$ cat src/rtl/pmc_pkg.sv
package pmc_pkg;

   typedef enum logic [1:0] {
      PMC_DOWN   = 2'b00,
      PMC_FULL   = 2'b01,
      PMC_RXHALF = 2'b10
   } pmc_mode_e;

   localparam int unsigned PMC_NUM_WATCH = 4;
   localparam int unsigned PMC_W_TXFS    = 0;
   localparam int unsigned PMC_W_RXFS    = 1;
   localparam int unsigned PMC_W_PD      = 2;
   localparam int unsigned PMC_W_BCLK    = 3;

   localparam logic PMC_SRC_TX = 1'b0;
   localparam logic PMC_SRC_RX = 1'b1;

endpackage

$ cat src/rtl/pmc_activity_det.sv
module pmc_activity_det #(
   parameter int unsigned SYNC_STAGES = 2,
   parameter int unsigned TIMEOUT     = 25000
) (
   input  logic clk_i,
   input  logic rst_ni,
   input  logic sig_i,
   output logic active_o,
   output logic level_o
);

   localparam int unsigned CNT_W = $clog2(TIMEOUT + 1);
   localparam logic [CNT_W-1:0] CNT_MAX = CNT_W'(TIMEOUT);

   logic             sampled;
   logic             prev_q;
   logic             edge_seen;
   logic [CNT_W-1:0] idle_q;

   generate
      if (SYNC_STAGES == 0) begin : g_nosync
         assign sampled = sig_i;
      end else begin : g_sync
         logic [SYNC_STAGES-1:0] chain_q;
         always_ff @(posedge clk_i or negedge rst_ni) begin
            if (!rst_ni) begin
               chain_q <= '0;
            end else if (SYNC_STAGES == 1) begin
               chain_q <= sig_i;
            end else begin
               chain_q <= {chain_q[SYNC_STAGES-2:0], sig_i};
            end
         end
         assign sampled = chain_q[SYNC_STAGES-1];
      end
   endgenerate

   assign edge_seen = sampled ^ prev_q;

   always_ff @(posedge clk_i or negedge rst_ni) begin
      if (!rst_ni) begin
         prev_q <= 1'b0;
         idle_q <= CNT_MAX;
      end else begin
         prev_q <= sampled;
         if (edge_seen) begin
            idle_q <= '0;
         end else if (idle_q != CNT_MAX) begin
            idle_q <= idle_q + 1'b1;
         end
      end
   end

   assign active_o = (idle_q != CNT_MAX);
   assign level_o  = prev_q;

endmodule

$ cat src/rtl/pmc_mode_decode.sv
module pmc_mode_decode
   import pmc_pkg::*;
(
   input  logic [PMC_NUM_WATCH-1:0] act_i,
   input  logic [PMC_NUM_WATCH-1:0] lvl_i,
   output pmc_mode_e                mode_d,
   output logic                     src_d,
   output logic                     shared_d,
   output logic                     fast_d
);

   logic any_fs;
   logic pd_high;

   assign any_fs  = act_i[PMC_W_TXFS] | act_i[PMC_W_RXFS];
   assign pd_high = ~act_i[PMC_W_PD] & lvl_i[PMC_W_PD];

   always_comb begin
      mode_d = PMC_DOWN;
      src_d  = PMC_SRC_TX;
      if (!any_fs || pd_high) begin
         mode_d = PMC_DOWN;
      end else if (act_i[PMC_W_TXFS]) begin
         mode_d = PMC_FULL;
      end else begin
         mode_d = PMC_RXHALF;
         src_d  = act_i[PMC_W_PD] ? PMC_SRC_RX : PMC_SRC_TX;
      end
   end

   assign shared_d = ~act_i[PMC_W_BCLK];
   assign fast_d   = ~act_i[PMC_W_BCLK] & lvl_i[PMC_W_BCLK];

endmodule

$ cat src/rtl/fsync_power_mode_ctl.sv
module fsync_power_mode_ctl
   import pmc_pkg::*;
#(
   parameter int unsigned SYNC_STAGES = 2,
   parameter int unsigned TIMEOUT     = 25000
) (
   input  logic       clk_i,
   input  logic       rst_ni,
   input  logic       tx_fsync_i,
   input  logic       rx_fsync_i,
   input  logic       rx_mclk_pd_i,
   input  logic       rx_bclk_sel_i,
   output logic [1:0] mode_o,
   output logic       clk_src_o,
   output logic       bclk_shared_o,
   output logic       mclk_2m048_o
);

   generate
      if (TIMEOUT < 4) begin : g_bad_timeout
         $error("TIMEOUT must be at least 4");
      end
      if (SYNC_STAGES > 4) begin : g_bad_sync
         $error("SYNC_STAGES must not exceed 4");
      end
   endgenerate

   logic [PMC_NUM_WATCH-1:0] watch_in;
   logic [PMC_NUM_WATCH-1:0] watch_act;
   logic [PMC_NUM_WATCH-1:0] watch_lvl;

   assign watch_in[PMC_W_TXFS] = tx_fsync_i;
   assign watch_in[PMC_W_RXFS] = rx_fsync_i;
   assign watch_in[PMC_W_PD]   = rx_mclk_pd_i;
   assign watch_in[PMC_W_BCLK] = rx_bclk_sel_i;

   generate
      for (genvar gi = 0; gi < PMC_NUM_WATCH; gi++) begin : g_det
         pmc_activity_det #(
            .SYNC_STAGES(SYNC_STAGES),
            .TIMEOUT    (TIMEOUT)
         ) u_det (
            .clk_i   (clk_i),
            .rst_ni  (rst_ni),
            .sig_i   (watch_in[gi]),
            .active_o(watch_act[gi]),
            .level_o (watch_lvl[gi])
         );
      end
   endgenerate

   pmc_mode_e mode_d;
   logic      src_d;
   logic      shared_d;
   logic      fast_d;

   pmc_mode_decode u_dec (
      .act_i   (watch_act),
      .lvl_i   (watch_lvl),
      .mode_d  (mode_d),
      .src_d   (src_d),
      .shared_d(shared_d),
      .fast_d  (fast_d)
   );

   always_ff @(posedge clk_i or negedge rst_ni) begin
      if (!rst_ni) begin
         mode_o        <= PMC_DOWN;
         clk_src_o     <= PMC_SRC_TX;
         bclk_shared_o <= 1'b0;
         mclk_2m048_o  <= 1'b0;
      end else begin
         mode_o        <= mode_d;
         clk_src_o     <= src_d;
         bclk_shared_o <= shared_d;
         mclk_2m048_o  <= fast_d;
      end
   end

endmodule

$ cat config.mk
export PLATFORM = sky130hd
export DESIGN_NAME = fsync_power_mode_ctl
export DESIGN_NICKNAME = d
export VERILOG_FILES = /design/src/rtl/pmc_pkg.sv /design/src/rtl/pmc_activity_det.sv /design/src/rtl/pmc_mode_decode.sv /design/src/rtl/fsync_power_mode_ctl.sv
export SDC_FILE = /design/constraint.sdc
export NUM_CORES = 1
export LEC_CHECK = 0
export BUFFER_PORTS_ARGS = -buffer_cell sky130_fd_sc_hd__buf_2
export CAP_MARGIN = 20
export CORE_ASPECT_RATIO = 1.25
export CORE_MARGIN = 10
export CORE_UTILIZATION = 62
export DETAILED_ROUTE_END_ITERATION = 12
export PLACE_DENSITY_LB_ADDON = 0.05
export SLEW_MARGIN = 0
export SYNTH_ARGS = -nofsm -noshare
export SYNTH_HDL_FRONTEND = slang
export SYNTH_HIERARCHICAL = 1
export SYNTH_SLANG_ARGS = --single-unit
$ cat constraint.sdc
create_clock -name clk_i -period 2.4 [get_ports clk_i]
set_input_delay 0.36 -clock clk_i [delete_from_list [all_inputs] [get_ports clk_i]]
set_output_delay 0.36 -clock clk_i [all_outputs]
set_load 0.02 [all_outputs]
---- Word-level counts from Yosys, hierarchy flattened ----
Index checks and enable logic that the tools add are counted.
operators by class
  add/subtract/negate cells ............... 4
  eq/ne operators ......................... 4
  mux-type cells .......................... 13
  bitwise gates (word level) .............. 9
  reduce and logical (&&, ||, !) cells .... 6
operator list
  cell                                                              count
  15-bit two-way mux                                                8
  15-bit by 1-bit adder with 15-bit output (second input constant)  4
  15-bit != test (second input constant)                            4
  2-bit nonzero test                                                4
  2-bit two-way mux                                                 2
  1-bit bitwise XOR                                                 4
  1-bit two-way mux                                                 3
  1-bit AND                                                         2
  1-bit NOT                                                         2
  1-bit zero test                                                   1
  1-bit logical OR                                                  1
  1-bit bitwise OR                                                  1
word-level totals
  flip-flop bits (word level) ............. 77
  input bits .............................. 6

---- Longest topological paths before layout ----
Gate-level depths: netlist of run 1.
  depth after elaboration ................. 5
  gate-level depth with buffers ........... 7
  gate-level depth less buffers ........... 7

---- Hierarchy ----
Netlist of run 1, hierarchy kept.
modules (own cells, without submodules)
  module                                  instances  cells an instance  area each (um2)  seq. area each (um2)
  pmc_activity_det at g_det[1].u_det ...  3          92                 943.4            457.9
  pmc_activity_det at g_det[0].u_det      1          85                 879.6            457.9
  fsync_power_mode_ctl                    1          5                  125.1            125.1
  pmc_mode_decode                         1          7                  51.3             0.0

---- Least setup slack after synthesis of run 1 ----
No wires, ideal clock.
  kind .................................... register to register
  start point ............................. register g_det[0].u_det.idle_q[5]
  end point ............................... register g_det[0].u_det.idle_q[2]
  data arrival time ....................... 1.778 ns
  data required time ...................... 2.326 ns
  slack ................................... 0.548 ns
  cell stages (with the launch flop) ...... 6
  path buffers ............................ 1
  path through ............................ dfstp_2 or4b_1 or4_1 buf_2 a21bo_1 a21oi_2
on the way
  cells in the longest elaborated chain, start to end .. 2
RTL lines
  element                       RTL line                    source
  from (decl)                   pmc_activity_det.sv:18      logic [CNT_W-1:0] idle_q;
  from (signal assigned)        pmc_activity_det.sv:49      idle_q <= idle_q + 1'b1;
  15-bit != test                --
  named net watch_act[0]        fsync_power_mode_ctl.sv:29  logic [PMC_NUM_WATCH-1:0] watch_act;
  2-bit nonzero test (no line)  --
The timed path passes the listed nets, and every way through them passes these cells.
A chain may end at the register's enable or synchronous reset.

---- Worst setup path after layout of run 1 ----
Ends and elaborated chain as after synthesis.

==> results.yml, run 1 <==
clocking:
  clock_latency_ns: 0.35
  clockBufferDepth: 2
  cts_root_buffer: "clkbuf_8"
  clk_pin_slew_ns: 0.08
  cts.sinks: 77
  cts_buffers: 9
  cts.htree.levels: 3
  cts_tree: "built"
logic_synthesis:
  synthCells: 373
  ys.flop_type: "dfrtp_1"
  yosysSeqAreaShare: 0.504
  syn_nets: 387
  ys_warn_count: 6
  synth_top_cells_by_count: "53 x dfrtp_1, 35 x nand2_1, 27 x nand3_1, 25 x inv_1, 24 x dfstp_2"
  syn_area_um2: 3890
  synth_top_cell_by_area: "dfrtp_1"
  synth_top_area_share: 0.341
  synth_cell_type_count: 38
  synthTopCellsByArea: "dfrtp_1 34%, dfstp_2 16%, mux2i_1 4.1%"
  synthMostInstantiatedCell: "dfrtp_1"
  synth-edff-count: 0
  async_reset_ff_frac: 1.00
  avgSynthCellArea_um2: 10.4
  ys_ff_latch: 77
pwr:
  ir_drop_mv: 0.422
  power_frac_comb: 0.076
  clockPowerShare: 0.381
  seq_power_share: 0.543
  swShare: 0.256
  power_mw: 2.58
  power.leakage_nw: 1.66
  switchingPower_uw: 660
  p_int_mw: 1.92
  power_density_nw_per_um2: 608
sta:
  fin_crit_sh: 0.824
  timing.fmax_mhz: 506
  timing.final.ws_setup_ns: 0.424
  maxSlewViolCount: 0
  worstMarginPinSlew_ns: 0.848
  rsz0062_at_grt: "false"
  setup_tns_ns: 0
  min_period_ns: 1.98
  relSlewSlack: 0.431
  setup_viol: 0
  clock_skew_ns: 0.00891
  hold_viol: 0
place:
  io_buffers: 10
  dpl_worst_slack_ns: 0.424
  placed_cell_area_um2: 4040
  dp_hpwl_um: 4770
  dp.cells: 464
  gp_congestion: 0.815
layout:
  design_area_um2: 4250
  area_growth_syn_to_layout_pct: 9.27
  stdcell_count: 481
  fin_nets: 405
  drive_above_1_share: 0.177
  antenna_cells: 0
routing:
  wl_um: 6850
  drt_iter0_markers: 101
  avgRoutedWirePerCell_um: 14.2
  ant_nets: 0
  drc: 0
  viasPerCell: 5.72
  num_vias: 2752
  dr.pass1.iters: 4
critical_path:
  rrSetupSlack_ns: 0.42
  arrival_ns: 2.27
  worst_ep_required_time_ns: 2.69
  worstPathMaxFanout: 6
  end_kind: "flop"
  r2r_cells: 4
  cp_cell_sequence: "or4b_1 > or4_1 > a21bo_1 > a21oi_2"
  slowest_delay_ns: 0.57
  slowest_stage: "dfstp_2"
  r2r_start: "g_det[0].u_det/idle_q[5]"
  cp-start-kind: "flop"
  r2r_end: "g_det[0].u_det/idle_q[2]"
  critPathKind: "flop to flop"
worst_hold_path:
  hold_depth: 1
  worstHoldEndpoint: "g_det[0].u_det/g_sync.chain_q[0]"
  hp-class: "primary input to flop"
  hold_start: "tx_fsync_i"
grt:
  grt_pass1_wl_um: 11900
  grt_usage: 0.146
  grt_pass1_vias: 2652
  antenna_found_initial: 0
  grt_overflow: 0
  grt_max_degree: 48
die:
  die_h_um: 109
  num_rows: 32
  die_x_um: 90.8
  ios: 11
  initial_core_util: 0.634
  die-area_um2: 9850
  design.core.area_um2: 6130
flow_run:
  max-cap-violations: 0
run_status:
  status: "completed"
layer usage:
metal | wire length [um] | up-vias | track usage | share of wire
met5 | 0 | - | 0 | 0
met4 | 125 | 0 | 0.0706 | 0.018
met3 | 172 | 9 | 0.0381 | 0.025
met2 | 3300 | 26 | 0.239 | 0.48
met1 | 3260 | 1357 | 0.175 | 0.48
li1 | - | 1360 | - | -
cell usage in the layout (no fill, tap or decap), drive strengths merged, types with 14 or more instances in the layout:
cell type / count
buf: 15
nand2: 35
dfrtp: 53
a21oi: 24
inv: 26
dfstp: 24
nor2: 22
xor2: 14
mux2i: 16
nand3: 27
through the flow:
stage / hold WS (ns) / util
after floorplan: 0.0644 / -
after global placement: 0.321 / 0.659
after detailed placement: 0.323 / 0.659
after CTS: 0.0960 / 0.693
after global routing: 0.0958 / 0.693
final: 0.112 / 0.693
area by class of cell:
| class | count | area (um^2) |
|---|---|---|
| flip-flops and latches | 77 | 1960 |
| fillers | 473 | 1880 |
| multi-input cells | 262 | 1780 |
| clock buffers | 10 | 138 |
| repair buffers | 16 | 113 |
| well taps | 85 | 106 |
| inverters | 25 | 93.8 |
| clock inverters | 6 | 61.3 |
worst max path at each step:
stage	start	end	cells past startpoint
4_1_cts	g_det[0].u_det/idle_q[5]	g_det[0].u_det/idle_q[2]	4
6_report	g_det[0].u_det/idle_q[5]	g_det[0].u_det/idle_q[2]	4
3_5_place_dp	g_det[0].u_det/idle_q[5]	g_det[0].u_det/idle_q[2]	4
3_3_place_gp	g_det[0].u_det/idle_q[5]	g_det[0].u_det/idle_q[2]	4
2_1_floorplan	g_det[0].u_det/idle_q[5]	g_det[0].u_det/idle_q[2]	5
5_1_grt	g_det[0].u_det/idle_q[5]	g_det[0].u_det/idle_q[2]	4
timing repair:
action	4_1_cts	5_1_grt
buffers inserted	0	0
gates resized for setup	0	0
hold buffers	1	0
hold endpoints to repair	20	0
kinds of logic after synthesis:
logic type,share of synthesized area
adder cells (fa/ha/maj),0.0258
flip-flops,0.504
XOR/XNOR,0.0541
multiplexers,0.0441
buffers and inverters,0.0390
AND/OR/NAND/NOR,0.255
AO/OA/AOI/OAI,0.0782
power groups by stage:
stage / registers, mW / logic, mW / clock network (mW)
2_1_floorplan: 1.41 / 0.124 / 0
3_3_place_gp: 1.42 / 0.192 / 0
3_5_place_dp: 1.42 / 0.198 / 0
4_1_cts: 1.40 / 0.201 / 1.02
5_1_grt: 1.41 / 0.224 / 1.06
6_report: 1.40 / 0.197 / 0.983
sequential cells by signal, summed over array words and instances, names as in the netlist:
register / flops
bclk_shared_o: 1
mclk_2m048_o: 1
g_det.u_det/idle_q: 60
g_det.u_det/level_o: 4
mode_o: 2
clk_src_o: 1
g_det.u_det/g_sync.chain_q: 8
worst max-delay path: cells and delay by family, from the launching register on:
kind             cells  cell delay, ns
AND/OR/NAND/NOR      2            0.99
flip-flops           1            0.57
AO/OA/AOI/OAI        2            0.35
Note: power is estimated with default switching activity, not from simulation.
==> run 2, diff against run 1 <==
--- a/config.mk
+++ b/config.mk
@@ -9,7 +9,7 @@
 export CAP_MARGIN = 20
 export CORE_ASPECT_RATIO = 1.25
 export CORE_MARGIN = 10
-export CORE_UTILIZATION = 62
+export CORE_UTILIZATION = 56
 export DETAILED_ROUTE_END_ITERATION = 12
 export PLACE_DENSITY_LB_ADDON = 0.05
 export SLEW_MARGIN = 0
==> constraint.sdc (replaced) <==
create_clock -name clk_i -period 1.6 [get_ports clk_i]
set_input_delay 0.24 -clock clk_i [delete_from_list [all_inputs] [get_ports clk_i]]
set_output_delay 0.24 -clock clk_i [all_outputs]
set_load 0.02 [all_outputs]
==> run 2 against run 1 <==
Compared with the run above: the run now ends with setup timing left; critical path depth unchanged; via count is 11% higher; global-route usage up 0.71 points; worst setup slack worse by 0.67 ns; sequential power is 49% higher; cell area up 13%; combinational power grew 120%; largest power group unchanged.
==> results.yml, run 2 (synthesized netlist as in run 1, its figures left out) <==
grt:
  grt_overflow: 0
  antenna_found_initial: 0
  grt_max_degree: 36
  grt_pass1_vias: 3004
  grt_usage: 0.153
  grt_pass1_wl_um: 13500
critical_path:
  r2r_cells: 4
  r2r_end: "g_det[0].u_det/idle_q[2]"
  r2r_start: "g_det[0].u_det/idle_q[5]"
  rrSetupSlack_ns: -0.24
  critical-path-top-delay-family: "simple AND/OR/NAND/NOR gates"
  worstPathMaxFanout: 6
  cp_cell_sequence: "or4b_4 > or4_4 > a21bo_1 > a21oi_2"
  slowest_delay_ns: 0.53
  end_kind: "flop"
  cp-start-kind: "flop"
  arrival_ns: 2.11
  critPathBufInv: 0
  slowest_stage: "dfstp_2"
  worst_ep_required_time_ns: 1.87
  critPathKind: "flop to flop"
sta:
  setup_viol: 13
  timing.final.ws_setup_ns: -0.242
  min_period_ns: 1.84
  rsz0062_at_grt: "true"
  maxSlewViolCount: 0
  relSlewSlack: 0.688
  hold_viol: 0
  worstMarginPinSlew_ns: 0.467
  clock_skew_ns: 0.0144
  fin_crit_sh: 1.15
  timing.fmax_mhz: 543
place:
  io_buffers: 10
  dp_hpwl_um: 5380
  gp_congestion: 0.809
  placed_cell_area_um2: 4400
pwr:
  switchingPower_mw: 1.04
  power_density_nw_per_um2: 806
  power.leakage_nw: 1.98
  seq_power_share: 0.537
  clockPowerShare: 0.352
  power_mw: 3.88
  p_int_mw: 2.85
  ir_drop_mv: 0.651
  power_frac_comb: 0.111
  swShare: 0.267
worst_hold_path:
  hp-class: "primary input to flop"
  hold_start: "rx_mclk_pd_i"
  hold_depth: 1
  worstHoldEndpoint: "g_det[2].u_det/g_sync.chain_q[0]"
routing:
  viasPerCell: 5.68
  drt_iter0_markers: 100
  drc: 0
  wl_um: 8250
  dr.pass1.iters: 4
  num_vias: 3067
  ant_nets: 0
  avgRoutedWirePerCell_um: 15.3
die:
  die_x_um: 94.5
  die-area_um2: 10700
  design.core.area_um2: 6650
  die_h_um: 113
  ios: 11
  initial_core_util: 0.585
  num_rows: 33
layout:
  regArea_um2: 1960
  final_common_cell: "buf_4"
  drive_above_1_share: 0.320
  area_growth_syn_to_layout_pct: 24.0
  layout_common_cells: "54 x buf_4, 52 x dfrtp_1, 32 x nand2_1, 27 x nand3_1"
  top_register: "g_det.u_det/idle_q"
  antenna_cells: 0
  design_area_um2: 4820
  utilization: 0.725
  fin_nets: 462
  multi_input_area_um2: 1920
  largest_reg_flops: 60
  fillCellCount: 473
clocking:
  cts_buffers: 9
  cts.htree.levels: 3
  cts_root_buffer: "clkbuf_8"
  cts_tree: "built"
  clock_latency_ns: 0.34
  clockBufferDepth: 2
  clk_pin_slew_ns: 0.08
  cts.sinks: 77
run_status:
  status: "finished, violations left"
  violations: "setup timing"
flow_run:
  max-cap-violations: 0
==> run 2: what timing repair did <==
| item | in CTS | in global routing |
|---|---|---|
| endpoints found under the setup margin | 18 | 40 |
| gates cloned | 0 | 2 |
| pin swaps | 1 | 5 |
| endpoints found under the hold margin | 26 | 0 |
| hold buffers | 4 | 0 |
| buffers inserted | 1 | 5 |
| resized for setup | 4 | 22 |
==> run 2: worst max-delay path by stage <==
stage / startpoint / end / slack (ns) / depth (start not counted)
after floorplan: g_det[0].u_det/idle_q[5] / g_det[0].u_det/idle_q[2] / -0.25 / 5
after global placement: g_det[0].u_det/idle_q[5] / g_det[0].u_det/idle_q[2] / -0.30 / 4
after detailed placement: g_det[0].u_det/idle_q[5] / g_det[0].u_det/idle_q[2] / -0.34 / 4
after CTS: g_det[0].u_det/idle_q[5] / g_det[0].u_det/idle_q[2] / -0.26 / 4
after global routing: g_det[0].u_det/idle_q[5] / g_det[0].u_det/idle_q[0] / -0.30 / 4
final: g_det[0].u_det/idle_q[5] / g_det[0].u_det/idle_q[2] / -0.24 / 4
==> run 2: power by group through the flow <==
stage                     Clock, mW  Combinational [mW]  Sequential [mW]
after floorplan                   0               0.185             2.12
after global placement            0               0.387             2.11
after detailed placement          0               0.403             2.11
after CTS                      1.41               0.417             2.08
after global routing           1.47               0.483             2.10
final                          1.37               0.429             2.09
==> run 2: cell type report <==
cell class                      count  share of cell area
Inverter                           25              0.0195
Sequential cell                    77               0.406
Clock buffer                       11              0.0314
Clock inverter                      5             0.00701
Tap cell                           87              0.0226
Timing Repair Buffer               71               0.115
Multi-Input combinational cell    264               0.398
==> run 2: per-layer routing <==
| layer | up-vias | share of wire | wire [um] | GRT usage |
|---|---|---|---|---|
| met5 | - | 0 | 0 | 0 |
| met4 | 0 | 0.020 | 161 | 0.0510 |
| met3 | 16 | 0.029 | 236 | 0.0291 |
| met2 | 40 | 0.53 | 4350 | 0.269 |
| met1 | 1521 | 0.42 | 3500 | 0.180 |
| li1 | 1490 | - | - | - |
==> run 2: metrics by stage <==
stage | cells | worst slack [ns] | hold slack, ns | setup TNS [ns]
after floorplan | 373 | -0.252 | -0.0556 | -1.15
after global placement | 512 | -0.304 | 0.222 | -1.52
final | 540 | -0.242 | 0.0281 | -1.55
after CTS | 533 | -0.262 | 0.00934 | -1.59
after detailed placement | 512 | -0.344 | 0.227 | -1.97
after global routing | 540 | -0.302 | 0.00185 | -2.86
==> run 3, diff against run 2 <==
--- a/config.mk
+++ b/config.mk
@@ -9,7 +9,7 @@
 export CAP_MARGIN = 20
 export CORE_ASPECT_RATIO = 1.25
 export CORE_MARGIN = 10
-export CORE_UTILIZATION = 56
+export CORE_UTILIZATION = 60
 export DETAILED_ROUTE_END_ITERATION = 12
 export PLACE_DENSITY_LB_ADDON = 0.05
 export SLEW_MARGIN = 0
==> constraint.sdc (replaced) <==
create_clock -name clk_i -period 2.1 [get_ports clk_i]
set_input_delay 0.315 -clock clk_i [delete_from_list [all_inputs] [get_ports clk_i]]
set_output_delay 0.315 -clock clk_i [all_outputs]
set_load 0.02 [all_outputs]
==> run 3 against run 2 <==
Compared with the run above: the run now ends clean; combinational power decreased by 45%; die area decreased by 5.4%; final cell count decreased by 10%; utilization decreased by 4.1 points; clock power decreased by 26%.
==> results.yml, run 3 (synthesized netlist as in run 1, its figures left out) <==
layout:
  fin_nets: 410
  final_common_cell: "dfrtp_1"
  largest_reg_flops: 60
  area_growth_syn_to_layout_pct: 9.88
  layout_common_cells: "53 x dfrtp_1, 35 x nand2_1, 27 x nand3_1, 25 x inv_1, 24 x dfstp_2"
  drive_above_1_share: 0.187
  top_register: "g_det.u_det/idle_q"
  antenna_cells: 0
  fillCellCount: 477
grt:
  grt_max_degree: 42
  grt_pass1_wl_um: 11800
  antenna_found_initial: 0
  grt_usage: 0.139
  grt_overflow: 0
  grt_pass1_vias: 2651
pwr:
  power_density_nw_per_um2: 669
  ir_drop_mv: 0.429
  seq_power_share: 0.560
  power.leakage_nw: 1.68
  clockPowerShare: 0.358
  p_int_mw: 2.12
  switchingPower_uw: 737
  power_frac_comb: 0.082
  swShare: 0.258
routing:
  dr.pass1.iters: 4
  ant_nets: 0
  viasPerCell: 5.57
  drt_iter0_markers: 116
  drc: 0
  num_vias: 2709
  avgRoutedWirePerCell_um: 13.6
  wl_um: 6620
clocking:
  cts_buffers: 9
  clockBufferDepth: 2
  cts.htree.levels: 3
  cts_tree: "built"
  cts_root_buffer: "clkbuf_8"
  cts.sinks: 77
  clock_latency_ns: 0.34
  clk_pin_slew_ns: 0.08
critical_path:
  r2r_start: "g_det[0].u_det/idle_q[5]"
  arrival_ns: 2.25
  critPathKind: "flop to flop"
  r2r_cells: 4
  worst_ep_required_time_ns: 2.37
  cp-start-kind: "flop"
  end_kind: "flop"
  r2r_end: "g_det[0].u_det/idle_q[2]"
  rrSetupSlack_ns: 0.12
  worstPathMaxFanout: 6
sta:
  clock_skew_ns: 0.0112
  setup_viol: 0
  setup_tns_ns: 0
  timing.fmax_mhz: 506
  rsz0062_at_grt: "false"
  maxSlewViolCount: 0
  relSlewSlack: 0.707
  fin_crit_sh: 0.941
  hold_viol: 0
  worstMarginPinSlew_ns: 0.438
  holdWs_ns: 0.0849
  min_period_ns: 1.98
place:
  dp_hpwl_um: 4710
  gp_congestion: 0.782
  io_buffers: 10
die:
  design.core.area_um2: 6250
  die_h_um: 110
  num_rows: 32
  die-area_um2: 10100
  ios: 11
  initial_core_util: 0.622
  die_x_um: 92.0
worst_hold_path:
  worstHoldEndpoint: "g_det[1].u_det/g_sync.chain_q[0]"
  hold_start: "rx_fsync_i"
  hp-class: "primary input to flop"
  hold_depth: 1
flow_run:
  max-cap-violations: 0
run_status:
  status: "completed"
run 3: cell count changes in the layout (fill, tap and decap cells not counted), moves of 3 or more:
cell	previous run	this run
nand2_1	32	35
dlygate4sd3_1	4	1
nand2_2	3	0
nor4_2	4	0
nor4_1	6	10
buf_4	54	10
run 3: worst max path at each step:
| stage | startpoint | end | cells past startpoint |
|---|---|---|---|
| floorplan | g_det[0].u_det/idle_q[5] | g_det[0].u_det/idle_q[2] | 5 |
| global placement | g_det[0].u_det/idle_q[5] | g_det[0].u_det/idle_q[2] | 4 |
| detailed placement | g_det[0].u_det/idle_q[5] | g_det[0].u_det/idle_q[2] | 4 |
| CTS | g_det[0].u_det/idle_q[5] | g_det[0].u_det/idle_q[2] | 4 |
| global route | g_det[0].u_det/idle_q[5] | g_det[0].u_det/idle_q[2] | 4 |
| finish | g_det[0].u_det/idle_q[5] | g_det[0].u_det/idle_q[2] | 4 |
run 3: what timing repair did:
item | 4_1_cts | 5_1_grt
hold buffers | 1 | 0
setup buffers | 0 | 0
endpoints found under the hold margin | 6 | 0
endpoints found under the setup margin | 0 | 0
resized for setup | 0 | 0
run 3: worst max-delay path, cell delays in order (launching register included):
cell,delay (ns)
dfstp_2,0.57
or4b_1,0.44
or4_1,0.55
a21bo_1,0.25
a21oi_2,0.10
run 3: area by class of cell:
cell class | count | area [um^2] | area share
Clock buffer | 11 | 151 | 0.0355
Clock inverter | 5 | 33.8 | 0.00791
Inverter | 25 | 93.8 | 0.0220
Multi-Input combinational cell | 262 | 1780 | 0.416
Sequential cell | 77 | 1960 | 0.458
Tap cell | 85 | 106 | 0.0249
Timing Repair Buffer | 21 | 150 | 0.0352
run 3: per-layer routing:
layer  vias up  routed length (um)  track usage
li1       1373                   -            -
met1      1312                3200        0.177
met2        22                3190        0.227
met3         2                 196       0.0406
met4         0                  29       0.0430
met5         -                   0            0
run 3: power by group through the flow:
stage	combinational, mW	clock, mW	sequential, mW
2_1_floorplan	0.141	0	1.61
3_3_place_gp	0.231	0	1.62
3_5_place_dp	0.239	0	1.63
4_1_cts	0.241	1.07	1.60
5_1_grt	0.270	1.13	1.61
6_report	0.235	1.02	1.60
run 3: stage by stage:
step	utilization	instance area, um^2	cells	total power [mW]	setup slack (ns)
6_report	0.684	4270	486	2.86	0.124
3_5_place_dp	0.652	4080	469	1.87	0.133
5_1_grt	0.684	4270	486	3.01	0.0614
4_1_cts	0.684	4270	486	2.91	0.119
2_1_floorplan	-	3890	373	1.75	0.248
3_3_place_gp	0.652	4080	469	1.86	0.150
